`src/rtl/mocsa_pkg.sv`:
```
package mocsa_pkg;

    // Width that holds the sum of nops unsigned values of opw bits
    function automatic int sum_width(input int opw, input int nops);
        return opw + $clog2(nops);
    endfunction

endpackage

```
`src/rtl/mocsa_fa_cell.sv`:
```
module mocsa_fa_cell (
    input  logic a,
    input  logic b,
    input  logic c,
    output logic s,
    output logic co
);
    assign s  = a ^ b ^ c;
    assign co = (a & b) | (a & c) | (b & c);
endmodule

```
`src/rtl/mocsa_csa_row.sv`:
```
module mocsa_csa_row #(
    parameter int W = 8
) (
    input  logic [W-1:0] in_a,
    input  logic [W-1:0] in_b,
    input  logic [W-1:0] in_c,
    output logic [W-1:0] sum_v,
    output logic [W-1:0] car_v
);
    // One independent full adder per column; nothing crosses columns here
    for (genvar i = 0; i < W; i++) begin : g_col
        mocsa_fa_cell u_fa (
            .a  (in_a[i]),
            .b  (in_b[i]),
            .c  (in_c[i]),
            .s  (sum_v[i]),
            .co (car_v[i])
        );
    end
endmodule

```
`src/rtl/mocsa_cpa.sv`:
```
module mocsa_cpa #(
    parameter int W = 8
) (
    input  logic [W-1:0] x,
    input  logic [W-1:0] y,
    output logic [W-1:0] z
);
    logic rc;

    // Ripple merge of the two redundant vectors
    always_comb begin
        rc = 1'b0;
        z  = '0;
        for (int i = 0; i < W; i++) begin
            z[i] = x[i] ^ y[i] ^ rc;
            rc   = (x[i] & y[i]) | (rc & (x[i] ^ y[i]));
        end
    end
endmodule

```
`src/rtl/multi_operand_csa_adder.sv`:
```
module multi_operand_csa_adder #(
    parameter int OPW  = 8,
    parameter int NOPS = 5
) (
    input  logic [NOPS*OPW-1:0]          ops_flat,
    output logic [OPW+$clog2(NOPS)-1:0]  total
);
    localparam int SUMW = mocsa_pkg::sum_width(OPW, NOPS);
    localparam int NLAY = NOPS - 2;

    logic [NOPS-1:0][SUMW-1:0] opx;
    logic [NLAY-1:0][SUMW-1:0] row_a;
    logic [NLAY-1:0][SUMW-1:0] row_b;
    logic [NLAY-1:0][SUMW-1:0] row_c;
    logic [NLAY-1:0][SUMW-1:0] row_s;
    logic [NLAY-1:0][SUMW-1:0] row_k;
    logic [SUMW-1:0]           fin_car;

    // Zero-extend every operand to the full result width
    for (genvar g = 0; g < NOPS; g++) begin : g_ext
        assign opx[g] = SUMW'(ops_flat[g*OPW +: OPW]);
    end

    // Linear chain of compressor rows; carry moves up one column between rows
    for (genvar l = 0; l < NLAY; l++) begin : g_lay
        if (l == 0) begin : g_first
            assign row_a[l] = opx[0];
            assign row_b[l] = opx[1];
        end else begin : g_next
            assign row_a[l] = row_s[l-1];
            assign row_b[l] = row_k[l-1] << 1;
        end
        assign row_c[l] = opx[l+2];

        mocsa_csa_row #(.W(SUMW)) u_row (
            .in_a  (row_a[l]),
            .in_b  (row_b[l]),
            .in_c  (row_c[l]),
            .sum_v (row_s[l]),
            .car_v (row_k[l])
        );
    end

    assign fin_car = row_k[NLAY-1] << 1;

    mocsa_cpa #(.W(SUMW)) u_cpa (
        .x (row_s[NLAY-1]),
        .y (fin_car),
        .z (total)
    );
endmodule

```
`config.mk`:
```
export PLATFORM = sky130hd
export DESIGN_NAME = multi_operand_csa_adder
export DESIGN_NICKNAME = d
export VERILOG_FILES = /design/src/rtl/mocsa_pkg.sv /design/src/rtl/mocsa_fa_cell.sv /design/src/rtl/mocsa_csa_row.sv /design/src/rtl/mocsa_cpa.sv /design/src/rtl/multi_operand_csa_adder.sv
export SDC_FILE = /design/constraint.sdc
export NUM_CORES = 1
export LEC_CHECK = 0
export ABC_AREA = 1
export BUFFER_PORTS_ARGS = -buffer_cell sky130_fd_sc_hd__buf_2
export CORE_MARGIN = 8
export CORE_UTILIZATION = 39
export DETAILED_ROUTE_END_ITERATION = 8
export PLACE_DENSITY = 0.89
export SLEW_MARGIN = 5
export SYNTH_ARGS = -nofsm -noshare
export SYNTH_HDL_FRONTEND = slang
export SYNTH_SLANG_ARGS = --single-unit
```
`constraint.sdc`:
```
create_clock -name vclk -period 6.1
set_input_delay 0.915 -clock vclk [all_inputs]
set_output_delay 0.915 -clock vclk [all_outputs]
set_load 0.02 [all_outputs]
```
# After elaboration in Yosys (flattened, before gate mapping)

Cells that the tools add are included.

Flip-flop bits (word level): 0
Bits of input ports: 40
Output and inout bits: 11
Logic and storage cells: 199

Bitwise logic cells: 199

Operators by type and width:

| kind        | count |
|---|---|
| $and 1x1->1 | 85 |
| $xor 1x1->1 | 63 |
| $or 1x1->1  | 51 |

# Longest topological paths before layout

Depth in word-level cells: 24
Depth in mapped cells: 14
Mapped depth without buffers: 14

# Hierarchy

From an unflattened synthesis, not the netlist that was laid out.

Cells, all modules: 58
Area, all modules: 913.4 µm²

By module, submodules not included:

| module                  | times used | cells an instance | area each (µm²) | seq. area each (µm²) |
|---|---|---|---|---|
| mocsa_fa_cell           | 33         | 1                 | 20.0            | 0.0 |
| mocsa_cpa               | 1          | 24                | 249.0           | 0.0 |
| multi_operand_csa_adder | 1          | 1                 | 3.8             | 0.0 |

# Least setup slack after synthesis

No wires, ideal clock.

Kind: input-to-output
Start point: input ops_flat[1]
End point: output total[9]
Arrival: 5.661 ns
Data required time: 5.185 ns
Slack: -0.476 ns
Cell stages on the path: 14
Path buffers: 0
Cells stage by stage: inv_1 fa_1 fa_1 inv_1 fa_1 ha_1 fa_1 fa_1 fa_1 fa_1 fa_1 fa_1 fa_1 ha_1

Word-level cells in the longest chain between the ends: 23
Elaborated cells between the ends (all ways): 59
Classes of those cells: bitwise (59)

RTL lines:

| what                                                          | line                                   | RTL |
|---|---|---|
| start, declared                                               | multi_operand_csa_adder.sv:5           | `input logic [NOPS*OPW-1:0] ops_flat,` |
| $and 1x1->1 / $xor 1x1->1 (equally long branches)             | mocsa_fa_cell.sv:9, mocsa_fa_cell.sv:8 |  |
| $or 1x1->1 / $xor 1x1->1 (equally long branches)              | mocsa_fa_cell.sv:9, mocsa_fa_cell.sv:8 |  |
| $or 1x1->1 (tied with other cells)                            | mocsa_fa_cell.sv:9                     | `assign co = (a & b) \| (a & c) \| (b & c);` |
| $xor 1x1->1 / $or 1x1->1 (equally long branches)              | mocsa_fa_cell.sv:8, mocsa_fa_cell.sv:9 |  |
| $xor 1x1->1 (tied with other cells)                           | mocsa_fa_cell.sv:8                     | `assign s = a ^ b ^ c;` |
| $xor 1x1->1 / $or 1x1->1 (equally long branches) (2 in a row) | mocsa_fa_cell.sv:8, mocsa_fa_cell.sv:9 |  |
| $xor 1x1->1                                                   | mocsa_cpa.sv:16                        | `rc = (x[i] & y[i]) \| (rc & (x[i] ^ y[i]));` |
| $and 1x1->1                                                   | mocsa_cpa.sv:16                        |  |
| [... 6 more ...]                                              | --                                     |  |
| $or 1x1->1 *                                                  | mocsa_cpa.sv:16                        |  |
| $and 1x1->1 *                                                 | mocsa_cpa.sv:16                        |  |
| $or 1x1->1 *                                                  | mocsa_cpa.sv:16                        |  |
| $and 1x1->1 *                                                 | mocsa_cpa.sv:16                        |  |
| $or 1x1->1 *                                                  | mocsa_cpa.sv:16                        |  |
| $and 1x1->1 *                                                 | mocsa_cpa.sv:16                        |  |
| $or 1x1->1 *                                                  | mocsa_cpa.sv:16                        |  |
| $xor 1x1->1 *                                                 | mocsa_cpa.sv:15                        | `z[i] = x[i] ^ y[i] ^ rc;` |
| end, declared                                                 | multi_operand_csa_adder.sv:6           | `output logic [OPW+$clog2(NOPS)-1:0] total` |

Mark *: on every way between the ends. The rest lies on a longest branch, timed or not.

# Final worst setup path

Start point: input ops_flat[9]
End point: output total[9]

The elaborated chain is that of the path after synthesis.

==> flow_summary.ini <==
[sta]
setup_violations = 3
holdWs_ps = 2190
finalHoldViolCount = 0
rsz0062_at_grt = true
timing.final.crit_share_pct = 106
layout_setup_ws_ps = -354
final.min_clock_period_ps = 6450
worst_slew_pin_slew_ps = 123
max_freq_ghz = 0.155
drv_slew = 0
max_slew_margin_pct = 91.8

[worst_hold_path]
hold_end = total[0]
hold_path_class = input pin to output port
min-delay-start = ops_flat[32]
hold_depth = 3

[route]
finalWirelength_mm = 1.81
wl_per_cell_microns = 14.4
via_count = 546
final_antenna_net_count = 0
drtIter0Drc = 1
drc = 0
via_per_inst = 4.33
drt_pass1_iterations = 2

[placement]
io_buffers = 51
placedInstanceArea_sq_um = 1030
place.gp.congestion = 0.737
dp_cells = 126
dpl.hpwl_mm = 1.80
dpl_worst_slack_ps = -547

[global_route]
grt_pass1_wl_mm = 2.93
grt_usage_pct = 10.8
grt-ovfl-total = 0
grt_max_degree = 2
first_global_vias = 699
antenna_found_initial = 0

[floorplan]
row_count = 15
die_area_sq_um = 3440
die_x_microns = 58.7
floorplan.initialDensity_pct = 41.2
die_y_microns = 58.7
coreArea_sq_um = 1730
io_pins = 51

[setup_path]
crit_fanout = 1
cp.required_ps = 5180
cp.arrival_ps = 5540
cp-start-kind = input pin
worstSetupPathType = input pin to output port
critPathCaptureType = output port

[outcome]
violations = setup timing
status = complete, but fails checks

[finish]
finalNonFillerCells = 126
design_area_sq_um = 1070
fin_nets = 177
drive_gt1_share_pct = 61.4
area_growth_pct = 50.2
design.seq.count = 0
clkbuf_count = 0
fin_util_pct = 61.8
fillCellCount = 152
ff_latch_area_sq_um = 0
antenna_cells = 0

[power]
p_sw_uw = 212
power_frac_seq_pct = 0
p_leak_uw = 0.000545
internal_power_uw = 167
swShare_pct = 55.9
power_frac_clock_pct = 0
power_density_nw_per_um2 = 355
max-vdd-ir-drop_uv = 254
combPwrFrac_pct = 100.0

[clock_network]
post-cts-setup-buffer-count = 0

[logic_synthesis]
synth_area_sq_um = 711
ys_seq_area_share_pct = 0
synthCells = 51
ys_warn_count = 0
synth.avg_cell_area_sq_um = 13.9
ys_types = 4
synth.net_count = 125

[job]
max_cap_viol_count = 0
[timing repair]
item,4_1_cts,5_1_grt
hold endpoints to repair,0,0
pin swaps,3,0
hold buffers,0,0
endpoints found under the setup margin,4,4
resized for setup,9,2
[cell type report]
type                            count  area, sq um  area share (%)
Multi-Input combinational cell     34          676            63.3
Timing Repair Buffer               51          293            27.4
Inverter                           16         67.6            6.33
Tap cell                           25         31.3            2.93
[power groups by stage]
stage	Combinational, uW	Clock (uW)	Sequential, uW
floorplan	284	0	0
global placement	327	0	0
detailed placement	347	0	0
CTS	373	0	0
global route	420	0	0
finish	379	0	0
[through the flow]
| step | setup TNS (ps) | total power, uW |
|---|---|---|
| global placement | -1070 | 327 |
| floorplan | -234 | 284 |
| finish | -893 | 379 |
| CTS | -973 | 373 |
| detailed placement | -1480 | 347 |
| global route | -1240 | 420 |
[critical path, cell delays in order]
cell	delay, ps
buf_6	70
inv_2	30
fa_1	490
fa_1	510
inv_1	50
fa_1	450
ha_2	200
fa_2	330
fa_2	350
fa_2	350
fa_2	350
fa_2	350
fa_2	350
fa_2	370
ha_4	270
buf_6	100
[layout by cell type, fill, tap and decap left out, drive strengths merged]
cell / instances
ha: 5
buf: 51
fa: 29
inv: 16
[cells by family after synthesis]
family / after synthesis / synth area share, %
adder cells (fa/ha/maj): 34 / 90.5
buffers and inverters: 17 / 9.51
[synth_stat cells (all sizes together)]
library cell / instances / area, sq um
fa: 29 / 581
inv: 16 / 60.1
ha: 5 / 62.6
buf: 1 / 7.51
[routing by layer]
layer / global-route usage [%] / vias up / wire length (microns)
li1: - / 241 / -
met1: 9.80 / 275 / 513
met2: 23.8 / 30 / 1130
met3: 2.61 / 0 / 174
met4: 0 / 0 / 0
met5: 0 / - / 0
[how the worst max path moves through the flow]
stage	start	end
finish	ops_flat[9]	total[9]
global route	ops_flat[9]	total[9]
CTS	ops_flat[9]	total[9]
detailed placement	ops_flat[17]	total[9]
global placement	ops_flat[17]	total[9]
floorplan	ops_flat[17]	total[9]
Note: power is estimated with default switching activity, not from simulation.
